<file path="config.mk">
export PLATFORM = sky130hd
export DESIGN_NAME = blk_xfer_seq
export DESIGN_NICKNAME = d
export VERILOG_FILES = /design/src/rtl/bxs_pkg.sv /design/src/rtl/bxs_popcnt.sv /design/src/rtl/bxs_lowbit.sv /design/src/rtl/bxs_span.sv /design/src/rtl/blk_xfer_seq.sv
export SDC_FILE = /design/constraint.sdc
export NUM_CORES = 1
export LEC_CHECK = 0
export ABC_AREA = 1
export BUFFER_PORTS_ARGS = -buffer_cell sky130_fd_sc_hd__buf_2
export CORE_MARGIN = 2
export CORE_UTILIZATION = 25
export CTS_BUF_LIST = sky130_fd_sc_hd__clkbuf_4 sky130_fd_sc_hd__clkbuf_8
export DETAILED_ROUTE_END_ITERATION = 10
export GPL_TIMING_DRIVEN = 0
export PLACE_DENSITY = 0.37
export SLEW_MARGIN = 5
export SYNTH_ARGS = -nofsm -noshare
export SYNTH_HDL_FRONTEND = slang
export SYNTH_SLANG_ARGS = --single-unit
</file>
<file path="constraint.sdc">
create_clock -name clk -period 5.86 [get_ports clk]
set_input_delay 1.172 -clock clk [delete_from_list [all_inputs] [get_ports clk]]
set_output_delay 1.172 -clock clk [all_outputs]
set_load 0.02 [all_outputs]
</file>
<file path="src/rtl/bxs_pkg.sv">
package bxs_pkg;

    typedef enum logic [1:0] {
        S_IDLE = 2'd0,
        S_EMIT = 2'd1,
        S_DONE = 2'd2
    } bxs_state_e;

    typedef enum logic {
        DIR_UP   = 1'b0,
        DIR_DOWN = 1'b1
    } bxs_dir_e;

endpackage

</file>
<file path="src/rtl/bxs_popcnt.sv">
module bxs_popcnt #(
    parameter int W = 16,
    localparam int CW = $clog2(W + 1)
) (
    input  logic [W-1:0]  mask_i,
    output logic [CW-1:0] count_o
);

    // Ripple of partial sums, one stage per bitmap bit.
    logic [CW-1:0] partial [W+1];

    assign partial[0] = '0;

    genvar g;
    generate
        for (g = 0; g < W; g++) begin : g_sum
            assign partial[g+1] = partial[g] + CW'(mask_i[g]);
        end
    endgenerate

    assign count_o = partial[W];

endmodule

</file>
<file path="src/rtl/bxs_lowbit.sv">
module bxs_lowbit #(
    parameter int W = 16,
    localparam int IW = (W > 1) ? $clog2(W) : 1
) (
    input  logic [W-1:0]  mask_i,
    output logic [IW-1:0] index_o
);

    // Lowest set bit wins: scan downward so the smallest index is written last.
    always_comb begin
        index_o = '0;
        for (int i = W - 1; i >= 0; i--) begin
            if (mask_i[i]) begin
                index_o = IW'(i);
            end
        end
    end

endmodule

</file>
<file path="src/rtl/bxs_span.sv">
module bxs_span #(
    parameter int AW   = 32,
    parameter int CW   = 5,
    parameter int STEP = 4
) (
    input  logic [AW-1:0] base_i,
    input  logic [CW-1:0] count_i,
    input  logic          dir_down_i,
    input  logic          pre_step_i,
    output logic [AW-1:0] first_addr_o,
    output logic [AW-1:0] new_base_o
);

    import bxs_pkg::*;

    localparam logic [AW-1:0] STEP_A = AW'(STEP);

    logic [AW-1:0] span;
    logic [AW-1:0] low_down;

    assign span     = AW'(count_i) * STEP_A;
    assign low_down = base_i - span;

    always_comb begin
        if (bxs_dir_e'(dir_down_i) == DIR_DOWN) begin
            first_addr_o = pre_step_i ? low_down : (low_down + STEP_A);
            new_base_o   = low_down;
        end else begin
            first_addr_o = pre_step_i ? (base_i + STEP_A) : base_i;
            new_base_o   = base_i + span;
        end
    end

endmodule

</file>
<file path="src/rtl/blk_xfer_seq.sv">
module blk_xfer_seq #(
    parameter int NREG = 16,
    parameter int AW   = 32,
    parameter int STEP = 4,
    localparam int IW  = (NREG > 1) ? $clog2(NREG) : 1,
    localparam int CW  = $clog2(NREG + 1)
) (
    input  logic            clk,
    input  logic            rst_n,
    input  logic            start_i,
    input  logic [NREG-1:0] reg_list_i,
    input  logic [AW-1:0]   base_i,
    input  logic            dir_down_i,
    input  logic            pre_step_i,
    input  logic            wb_en_i,
    output logic            xfer_valid_o,
    input  logic            xfer_ready_i,
    output logic [IW-1:0]   xfer_reg_o,
    output logic [AW-1:0]   xfer_addr_o,
    output logic            xfer_last_o,
    output logic            wb_valid_o,
    output logic [AW-1:0]   wb_base_o,
    output logic            done_o
);

    import bxs_pkg::*;

    localparam logic [AW-1:0] STEP_A = AW'(STEP);

    bxs_state_e      state_q, state_d;
    logic [NREG-1:0] mask_q;
    logic [AW-1:0]   addr_q;
    logic [AW-1:0]   wb_q;
    logic            wben_q;

    logic [CW-1:0]   list_cnt;
    logic [AW-1:0]   first_addr;
    logic [AW-1:0]   new_base;
    logic [IW-1:0]   cur_idx;
    logic            single_left;
    logic            fire;
    logic            list_empty;

    // Count of requested registers, taken straight from the input bitmap.
    bxs_popcnt #(.W(NREG)) u_cnt (
        .mask_i  (reg_list_i),
        .count_o (list_cnt)
    );

    // First address and writeback value for the selected order.
    bxs_span #(.AW(AW), .CW(CW), .STEP(STEP)) u_span (
        .base_i       (base_i),
        .count_i      (list_cnt),
        .dir_down_i   (dir_down_i),
        .pre_step_i   (pre_step_i),
        .first_addr_o (first_addr),
        .new_base_o   (new_base)
    );

    // Index of the next register still pending.
    bxs_lowbit #(.W(NREG)) u_pick (
        .mask_i  (mask_q),
        .index_o (cur_idx)
    );

    assign list_empty  = (reg_list_i == '0);
    assign single_left = ((mask_q & (mask_q - 1'b1)) == '0);
    assign fire        = (state_q == S_EMIT) && xfer_ready_i;

    // State register.
    always_ff @(posedge clk or negedge rst_n) begin
        if (!rst_n) begin
            state_q <= S_IDLE;
        end else begin
            state_q <= state_d;
        end
    end

    // Next-state logic.
    always_comb begin
        state_d = state_q;
        unique case (state_q)
            S_IDLE: begin
                if (start_i) begin
                    state_d = list_empty ? S_DONE : S_EMIT;
                end
            end
            S_EMIT: begin
                if (fire && single_left) begin
                    state_d = S_DONE;
                end
            end
            S_DONE: begin
                state_d = S_IDLE;
            end
            default: begin
                state_d = S_IDLE;
            end
        endcase
    end

    // Operation context: pending bitmap, current address, writeback value.
    always_ff @(posedge clk or negedge rst_n) begin
        if (!rst_n) begin
            mask_q <= '0;
            addr_q <= '0;
            wb_q   <= '0;
            wben_q <= 1'b0;
        end else begin
            if (state_q == S_IDLE && start_i) begin
                mask_q <= reg_list_i;
                addr_q <= first_addr;
                wb_q   <= new_base;
                wben_q <= wb_en_i;
            end else if (fire) begin
                mask_q <= mask_q & (mask_q - 1'b1);
                addr_q <= addr_q + STEP_A;
            end
        end
    end

    // Outputs.
    always_comb begin
        xfer_valid_o = (state_q == S_EMIT);
        xfer_reg_o   = cur_idx;
        xfer_addr_o  = addr_q;
        xfer_last_o  = xfer_valid_o && single_left;
        wb_valid_o   = xfer_last_o && wben_q;
        wb_base_o    = wb_q;
        done_o       = (state_q == S_DONE);
    end

endmodule

</file>
# Word level (Yosys, flattened, before mapping)

Cells that the tools add are included.

Latch bits: 0
Bits of input ports: 55
Register bits after elaboration: 83
Memory bits (writable): 0
Memories kept: 0
Output and inout bits: 72
Memory bits (read-only): 0
Logic and storage cells: 69

Divide/modulo/power cells: 0
$mul: 0
$lt $le $gt $ge: 0
Eq/ne operators: 4
Shift-type cells: 0
Add/subtract/negate cells: 21
Reductions and logical operators: 10
Bitwise operators: 1
Multiplexer cells: 28

Operators with widths:

| cell                                                   | count |
|---|---|
| two-way mux 32 bit                                     | 6 |
| adder 32 x 3 -> 32 bit (second input constant)         | 3 |
| adder 5 x 1 -> 5 bit                                   | 14 |
| two-way mux 4 bit                                      | 16 |
| adder 32 x 7 -> 32 bit                                 | 1 |
| zero test 16 bit                                       | 2 |
| two-way mux 16 bit                                     | 2 |
| subtractor 32 x 7 -> 32 bit                            | 1 |
| bitwise AND 16 bit                                     | 1 |
| subtractor 16 x 1 -> 16 bit (second input constant)    | 1 |
| two-way mux 2 bit                                      | 3 |
| logical AND 1 bit                                      | 5 |
| case mux 2 bit (2 select lines)                        | 1 |
| adder 1 x 1 -> 2 bit                                   | 1 |
| equality test 2 x 1 -> 1 bit (second input constant)   | 1 |
| equality test 2 bit (second input constant)            | 1 |
| zero test 2 bit                                        | 1 |
| inequality test 2 x 1 -> 1 bit (second input constant) | 1 |
| inequality test 2 bit (second input constant)          | 1 |
| AND reduction 2 bit                                    | 1 |
| nonzero test 2 bit                                     | 1 |

# Logic depth before layout (Yosys ltp)

Gate-level depths: netlist of the first run.

Depth after elaboration: 20
Gate-level depth with buffers: 35
Mapped depth without buffers: 34

# Cells and area by module

Synthesis of the first run repeated with hierarchy kept, for this count alone.

Cell total of the unflattened synthesis: 1606
Area total of the unflattened synthesis: 9472.8 µm²

By module, submodules not included:

| module       | area each (µm²) | cells each | sequential area each (µm²) | times used |
|---|---|---|---|---|
| blk_xfer_seq | 4629.4          | 646        | 2077.0                     | 1 |
| bxs_span     | 4201.5          | 858        | 0.0                        | 1 |
| bxs_popcnt   | 429.2           | 56         | 0.0                        | 1 |
| bxs_lowbit   | 212.7           | 46         | 0.0                        | 1 |

# Worst setup path before layout of the first run

No wires, ideal clock.

Kind: input to register
From: in reg_list_i[2]
To: reg addr_q[23] (netlist: xfer_addr_o[23])
Stages: 28
Path buffers: 1
Path slack: -272 ps
Data required time: 5743 ps
Library setup time: 117 ps
Arrival time: 6015 ps
Cells stage by stage: inv_1 -> fa_1 -> fa_1 -> fa_1 -> fa_1 -> fa_1 -> fa_1 -> nor2_1 -> o21ai_0 -> inv_1 -> ha_1 -> buf_6 -> nor2_2 -> nand2_1 -> nor2_1 -> nand2_1 -> nand2_1 -> nand2_1 -> nand2_2 -> nand2_2 -> nor2_4 -> nand3_4 -> nor2_8 -> nand2_2 -> a21oi_1 -> o21ai_1 -> nand2_1 -> nand2_1

Word-level cells in the longest chain between the ends: 19

Ends and longest elaborated chain:

| what                                    | line                | source |
|---|---|---|
| start: declaration                      | blk_xfer_seq.sv:11  | `input logic [NREG-1:0] reg_list_i,` |
| adder 5 x 1 -> 5 bit (*) (14 in series) | bxs_popcnt.sv:17    | `assign partial[g+1] = partial[g] + CW'(mask_i[g]);` |
| subtractor 32 x 7 -> 32 bit (*)         | bxs_span.sv:22      | `assign low_down = base_i - span;` |
| adder 32 x 3 -> 32 bit                  | bxs_span.sv:26      | `first_addr_o = pre_step_i ? low_down : (low_down + STEP_A);` |
| two-way mux 32 bit (*)                  | bxs_span.sv:26      |  |
| two-way mux 32 bit (*)                  | bxs_span.sv:25      | `if (bxs_dir_e'(dir_down_i) == DIR_DOWN) begin` |
| two-way mux 32 bit (*)                  | blk_xfer_seq.sv:110 | `if (state_q == S_IDLE && start_i) begin` |
| end signal: assignment                  | blk_xfer_seq.sv:112 | `addr_q <= first_addr;` |
| end signal: assignment                  | blk_xfer_seq.sv:117 | `addr_q <= addr_q + STEP_A;` |
| end: declaration                        | blk_xfer_seq.sv:32  | `logic [AW-1:0] addr_q;` |

Every way passes the cells marked *; elsewhere a longest branch is shown, timed or not.
A chain may end at the register's enable or synchronous reset.

# Worst setup path in the final report of the first run

From: in reg_list_i[2]
To: reg addr_q[28] (netlist: xfer_addr_o[28])

The elaborated chain is that of the path after synthesis.

==> results by group, run 1 <==
Power and ir drop
  • Clk pwr share: under 10%
  • Seq pwr share: roughly a fifth
  • Power Dens Cells: between 400 and 500 nW/um^2
  • Pint: 0.00246 W
  • Max rail drop VDD: roughly 0.22 mV
  • Leak: between 5 and 6 nW
  • Combinational share of power: between 70% and 80%
  • Design Power: about 0.0055 W
  • Switching Share: 55.2%
  • P_sw: between 0.003 and 0.004 W

Critical path
  • CP startpoint kind: input pin
  • Worst endpoint required time: roughly 6.2 ns
  • Crit Path Class: in -> reg
  • Arrival time at the worst endpoint: 6.57 ns
  • CP Max Fanout: 3
  • Crit end category: flop

Cells and area
  • Commonest non-fill, non-tap cell in the layout: nand2_1
  • Nets: 1715
  • Fin cells: about 2100
  • Area Overhead vs Synth: 36.1%
  • Post-route design area: between 10000 and 15000 um^2
  • Layout cell share with drive strength beyond 1: 30.6%
  • Inserted Diodes: 0
  • Most frequent cells in the layout: 303 x nand2_1, 159 x inv_1, 152 x nor2_1

Logic synthesis
  • Area share of the largest cell type after synthesis: approximately a quarter
  • Synth Area in Adders: roughly 5.6%
  • Post-synthesis async set-or-reset flop share: 100%
  • Sequential area share after synthesis: about a quarter
  • Largest family of logic cells by synthesized area: simple AND/OR/NAND/NOR gates
  • Synth area leaders: dfrtp_1 23%, nand2_1 15%, nor2_1 7.5%
  • Proportion of synthesized area in mux cells: 0%
  • Top_reg_cell synth: dfrtp_1
  • Fraction of the mapped netlist area in simple logic gates: 41.7%
  • Largest area contributor in the netlist: dfrtp_1
  • Warning count from the yosys run: 0
  • Syn_area_per_cell: 6.23 um^2
  • Cell Area, Synth: roughly 8900 um^2
  • Synth cell types: 50
  • Seq cells post-synth: 83
  • Synth Instances: ~1400
  • Net Count, Synth: roughly 1500
  • Complex-gate fraction of the synthesized area: approximately 15%
  • Post-synth EDFFs: 0
  • Synth Area in XOR/XNOR: between 4 and 5%

Floorplanning
  • Starting Density: between 20% and 30%
  • Die Width: a little under 200 um
  • Core area: around 35000 um^2
  • Die span in y: just under 200 um
  • Row count: between 60 and 70
  • Num ports: 127
  • Die Area: between 30000 and 40000 um^2

STA
  • Final WS setup: -0.406 ns
  • Final worst path period need: approximately 6.3 ns
  • Max Clk Rate: 160 MHz
  • Final Cycle Share: 107%
  • Final setup violating endpoints: 25
  • Max Slew Vio Count: 0
  • Hold WS: roughly 0.48 ns
  • Worst-Margin Slew: slightly below 1 ns
  • RSZ-0062 raised after global routing: yes
  • Slew HR: between 30% and 40%
  • Clock Skew: 0.0178 ns
  • Fin. Hold Viols: 0

CTS
  • CTS Buffer Depth: 2
  • CTS Buf Count: 9
  • Clk_lat worst skew: 0.41 ns
  • Clock slew at reported path FFs: ~0.10 ns
  • Cts hold-fix bufs: 0
  • H-tree depth: 3
  • Clock sinks: 83
  • CTS Root Buffer Type: clkbuf_8
  • CTS tree: done

Drt
  • Vias: a little over 10000
  • Initial DRC Count: between 800 and 900
  • Post-Route WL: roughly 42 mm
  • Pre-Repair DR Iteration Count: 5
  • Via density: 4.91
  • DR WL/cell: slightly above 20 um
  • # DRC: 0
  • ANT nets after route: 0

Placed design
  • Port Buffers: about 110
  • Gpl congestion: 0.932
  • HPWL Detailed: between 30 and 40 mm
  • DP Worst Slack: -1.26 ns
  • DP Cell Count: approximately 2000
  • Post-place instance area: between 10000 and 15000 um^2

Run
  • Maxcap violations: 0

Global route
  • Initial antenna violation count: 0
  • First-pass GRT wire length: just over 60 mm
  • Largest net degree at the start of global routing: 57
  • GRT Total Usage: between 20% and 30%
  • Global route overflow: 0
  • Vias in the first global route: around 9700

Outcome
  • Failing checks: setup timing
  • Status: finished with violations

Worst hold path
  • Hold WC Path Type: reg -> reg
-- synthesized netlist by cell type (all sizes together) (3+ instances only) --
cell type / n
o211ai: 6
nor3: 38
nand2: 388
nor2: 212
dfrtp: 83
xnor2: 3
a31oi: 22
nor4: 5
o221ai: 7
nand3b: 4
o31ai: 4
clkbuf: 31
o22ai: 12
a21oi: 69
nand3: 110
fa: 12
o21ai: 103
inv: 187
xor2: 36
nor3b: 3
nand4: 37
ha: 20
buf: 19
-- power groups by stage --
stage | clock network, W | logic (W) | registers [W]
detailed placement | 0 | 0.00313 | 0.00114
finish | 0.000479 | 0.00388 | 0.00113
global placement | 0 | 0.00311 | 0.00114
floorplan | 0 | 0.00185 | 0.00132
global route | 0.000514 | 0.00427 | 0.00117
CTS | 0.000490 | 0.00349 | 0.00113
-- metal layers --
| metal | track usage [%] | wire length (um) | vias to the layer above |
|---|---|---|---|
| li1 | - | - | 5066 |
| met1 | 33.5 | 20600 | 4947 |
| met2 | 36.4 | 19400 | 250 |
| met3 | 1.56 | 1670 | 29 |
| met4 | 4.61 | 580 | 0 |
| met5 | 0 | 0 | - |
-- cell families after synthesis --
group / after synthesis
adders and majority gates: 33
DFF: 83
xor gates and xnor gates: 39
and+or+nand+nor: 801
AOI/OAI and AO/OA: 232
buffers and inverters: 239
-- per-stage QoR --
stage	utilization, %	TNS [ns]
finish	34.3	-5.54
global route	34.3	-11.20
CTS	31.4	-10.43
detailed placement	28.7	-47.54
global placement	28.6	-47.42
floorplan	-	-1.48
-- worst max-delay path, stage by stage --
cell     delay, ns
buf_8         0.08
inv_6         0.03
fa_2          0.59
fa_1          0.45
fa_1          0.51
fa_1          0.43
fa_2          0.38
fa_2          0.62
inv_4         0.07
fa_2          0.48
inv_2         0.11
ha_4          0.13
inv_2         0.04
nor2_4        0.12
nand2_2       0.09
nor2_4        0.13
nand2_4       0.07
nor2_4        0.12
buf_4         0.13
nand3_4       0.11
nor2_4        0.15
nand3_2       0.09
o21ai_1       0.15
nand3_1       0.16
nand2_1       0.10
inv_1         0.04
-- flip-flops by register name, indices dropped and copies added (netlist names) --
name,count
wben_q,1
mask_q,16
state_q,2
wb_base_o,32
xfer_addr_o,32
-- worst paths after layout --
| kind | to | cells after the start | from | slack [ns] |
|---|---|---|---|---|
| max | xfer_addr_o[28] | 26 | reg_list_i[2] | -0.41 |
| min | xfer_addr_o[0] | 2 | xfer_addr_o[0] | 0.48 |
| max reg2reg | mask_q[11] | 10 | state_q[0] | 2.81 |
| min reg2reg | xfer_addr_o[0] | 2 | xfer_addr_o[0] | 0.48 |
| max in group asynchronous | xfer_addr_o[8] | 2 | rst_n | 4.51 |
| min in group asynchronous | xfer_addr_o[21] | 1 | rst_n | 0.68 |
-- repair_timing --
action / 4_1_cts / 5_1_grt
gates resized for setup: 132 / 182
endpoints found under the setup margin: 51 / 48
setup buffers: 35 / 44
pin swaps: 62 / 93
gates cloned: 1 / 0
-- area by class of cell --
cell class                 count  area, um^2
fill                        3895       23200
clock inverter                 5        61.3
tap                          461         577
clock buffer                  11         139
timing repair buffer         190        1290
sequential                    83        2080
multi-input combinational   1106        7000
buffer                        49         225
inverter                     189         737
Power figures use the tool's default switching activity.
==> run 2, diff against run 1 <==
--- a/config.mk
+++ b/config.mk
@@ -5,14 +5,14 @@
 export SDC_FILE = /design/constraint.sdc
 export NUM_CORES = 1
 export LEC_CHECK = 0
-export ABC_AREA = 1
+export ABC_AREA = 0
 export BUFFER_PORTS_ARGS = -buffer_cell sky130_fd_sc_hd__buf_2
 export CORE_MARGIN = 2
 export CORE_UTILIZATION = 25
 export CTS_BUF_LIST = sky130_fd_sc_hd__clkbuf_4 sky130_fd_sc_hd__clkbuf_8
 export DETAILED_ROUTE_END_ITERATION = 10
 export GPL_TIMING_DRIVEN = 0
-export PLACE_DENSITY = 0.37
+export PLACE_DENSITY = 0.38
 export SLEW_MARGIN = 5
 export SYNTH_ARGS = -nofsm -noshare
 export SYNTH_HDL_FRONTEND = slang
==> constraint.sdc (replaced) <==
create_clock -name clk -period 7.2 [get_ports clk]
set_input_delay 1.44 -clock clk [delete_from_list [all_inputs] [get_ports clk]]
set_output_delay 1.44 -clock clk [all_outputs]
set_load 0.02 [all_outputs]
==> results by group, run 2 <==
Drt
  • Post-Route WL: 33.5 mm
  • Initial DRC Count: 584
  • # DRC: 0
  • ANT nets after route: 0
  • Pre-Repair DR Iteration Count: 5
  • Via density: a little over 5
  • Vias: 8219
  • DR WL/cell: about 21 um

CTS
  • CTS Buffer Depth: 2
  • CTS Root Buffer Type: clkbuf_8
  • H-tree depth: 3
  • Cts hold-fix bufs: 0
  • Clk_lat worst skew: between 0.4 and 0.5 ns
  • Clock slew at reported path FFs: 0.09 ns
  • CTS Buf Count: 9
  • Clock sinks: 83
  • CTS tree: done

Critical path
  • Crit path top cell by count: fa_1
  • Arrival time at the worst endpoint: around 7.5 ns
  • CP startpoint kind: input pin
  • FF-to-FF setup slack: just over 4 ns
  • Crit Path Class: in -> reg
  • Max incr delay on CP: ~0.53 ns
  • Crit end category: flop
  • CP Max Fanout: 6
  • Crit-path cells: buf_2 -> inv_1 -> fa_1 -> fa_1 -> fa_1 -> fa_1 -> fa_2 -> fa_2 -> nor2b_1 -> o21a_2 -> inv_2 -> ha_4 -> or2_4 -> nor3_4 -> nand2_1 -> xor2_1 -> or3_4 -> o41a_1 -> a211oi_2 -> mux2i_1 -> o211ai_1
  • CP max-delay cell: fa_1
  • Reg2Reg Depth: 9
  • Worst endpoint required time: around 7.5 ns

Cells and area
  • Nets: approximately 1300
  • Layout cell share with drive strength beyond 1: 22.3%
  • Fin cells: between 1500 and 2000
  • Inserted Diodes: 0
  • Commonest non-fill, non-tap cell in the layout: nand2_1
  • Area Overhead vs Synth: 26.1%
  • Most frequent cells in the layout: 142 x nand2_1, 114 x buf_2, 83 x dfrtp_1

Logic synthesis
  • Top_reg_cell synth: dfrtp_1
  • Top post-synthesis cells by count: 143 x nand2_1, 86 x nor2_1, 86 x o21ai_0
  • Top-count cell post-synth: nand2_1
  • Synth Instances: about 1000
  • Synth cell types: around 80
  • Net Count, Synth: around 1100
  • Synth area leaders: dfrtp_1 26%, xnor2_1 7.7%, nand2_1 6.8%
  • Cell Area, Synth: about 7900 um^2
  • Syn_area_per_cell: 7.69 um^2
  • Post-synth EDFFs: 0
  • Largest area contributor in the netlist: dfrtp_1
  • Sequential area share after synthesis: between 20% and 30%
  • Seq cells post-synth: between 80 and 90
  • Post-synthesis async set-or-reset flop share: 100%
  • Warning count from the yosys run: 0
  • Area share of the largest cell type after synthesis: roughly a quarter

STA
  • Max Slew Vio Count: 0
  • Worst-Margin Slew: 0.923 ns
  • RSZ-0062 raised after global routing: yes
  • Final worst path period need: between 7 and 8 ns
  • Final WS setup: -0.0135 ns
  • Max Clk Rate: around 140 MHz
  • Slew HR: roughly two fifths
  • Final Cycle Share: 100%
  • Final setup violating endpoints: 1
  • Fin. Hold Viols: 0
  • Clock Skew: 0.0295 ns
  • Hold WS: between 0.4 and 0.5 ns

Placed design
  • Port Buffers: 113
  • Gpl congestion: approximately 0.87
  • DP Cell Count: approximately 1500
  • HPWL Detailed: around 26 mm

Power and ir drop
  • Leak: 4.00 nW
  • Power Dens Cells: approximately 380 nW/um^2
  • Max rail drop VDD: about 0.19 mV

Global route
  • Initial antenna violation count: 0
  • Global route overflow: 0
  • GRT Total Usage: about a fifth
  • Largest net degree at the start of global routing: 56
  • First-pass GRT wire length: a little over 50 mm
  • Vias in the first global route: just over 8000

Floorplanning
  • Core area: around 31000 um^2
  • Starting Density: ~26%
  • Die Area: around 33000 um^2
  • Num ports: around 130
  • Die span in y: roughly 180 um
  • Die Width: about 180 um
  • Row count: 64

Run
  • Maxcap violations: 0

Outcome
  • Status: finished with violations
  • Failing checks: setup timing

Worst hold path
  • WHS Path Cells: 2
  • Hold WC Path Type: reg -> reg
## run 2: cell types whose count changed after synthesis, sizes merged, moves of 13 or more
cell	change
clkbuf	+13
inv	-144
nor2	-126
nand2	-244
nand3	-78
a21oi	-29
nor4	+16
xnor2	+66
## run 2: repair_timing
action                     CTS  global route
hold endpoints to repair     0             0
gates resized for setup     71            27
setup buffers               31             8
pin swaps                   44            33
setup endpoints to repair   21            26
## run 2: worst max-delay path, delay by kind of cell
family,cells,cell delay [ns]
muxes,1,0.27
xor gates and xnor gates,1,0.25
AOI/OAI and AO/OA,4,1.01
adders and majority gates,7,2.85
buffers and inverters,3,0.29
and+or+nand+nor,5,1.36
## run 2: logic make-up after synthesis
group	synth area share, %
flip-flops	26.4
multiplexers	2.10
adder cells (fa/ha/maj)	6.74
AO/OA/AOI/OAI	18.5
XOR/XNOR	12.9
buffers and inverters	5.29
AND/OR/NAND/NOR	28.0
## run 2: per-stage QoR
stage	power, W	setup WS, ns	util (%)	TNS, ns	cell area (um^2)
after detailed placement	0.00308	-1.10	29.2	-16.82	9000
after floorplan	0.00237	0.0486	-	0	7910
after global routing	0.00408	-0.211	32.2	-1.53	9930
after CTS	0.00371	-0.0962	31.7	-0.439	9760
final	0.00376	-0.0135	32.2	-0.0135	9930
after global placement	0.00307	-1.06	29.1	-16.30	8970
## run 2: final cells by class
| class | instances | area [um^2] |
|---|---|---|
| Multi-Input combinational cell | 833 | 5830 |
| Clock inverter | 7 | 60.1 |
| Tap cell | 396 | 495 |
| Sequential cell | 83 | 2080 |
| Clock buffer | 9 | 124 |
| Fill cell | 3388 | 20900 |
| Buffer | 62 | 260 |
| Timing Repair Buffer | 153 | 912 |
| Inverter | 44 | 168 |
## run 2: worst paths after layout
| check | start | endpoint |
|---|---|---|
| worst max-delay path | reg_list_i[2] | xfer_addr_o[18] |
| worst min-delay path | wb_base_o[29] | wb_base_o[29] |
| worst max register to register | mask_q[1] | state_q[0] |
| worst min register to register | wb_base_o[29] | wb_base_o[29] |
| max in group asynchronous | rst_n | wb_base_o[6] |
| min in group asynchronous | rst_n | wb_base_o[31] |
## run 2: layer usage
| metal | GRT usage [%] | vias up | part of all wire, % |
|---|---|---|---|
| met5 | 0 | - | 0 |
| met4 | 5.40 | 0 | 2.0 |
| met3 | 2.79 | 39 | 4.0 |
| met2 | 33.1 | 229 | 46 |
| met1 | 28.7 | 3982 | 48 |
| li1 | - | 3969 | - |
## run 2: power breakdown
group          switching, W  internal, W
registers          0.000210     0.000677
clock network      0.000230     0.000131
logic               0.00152     0.000993
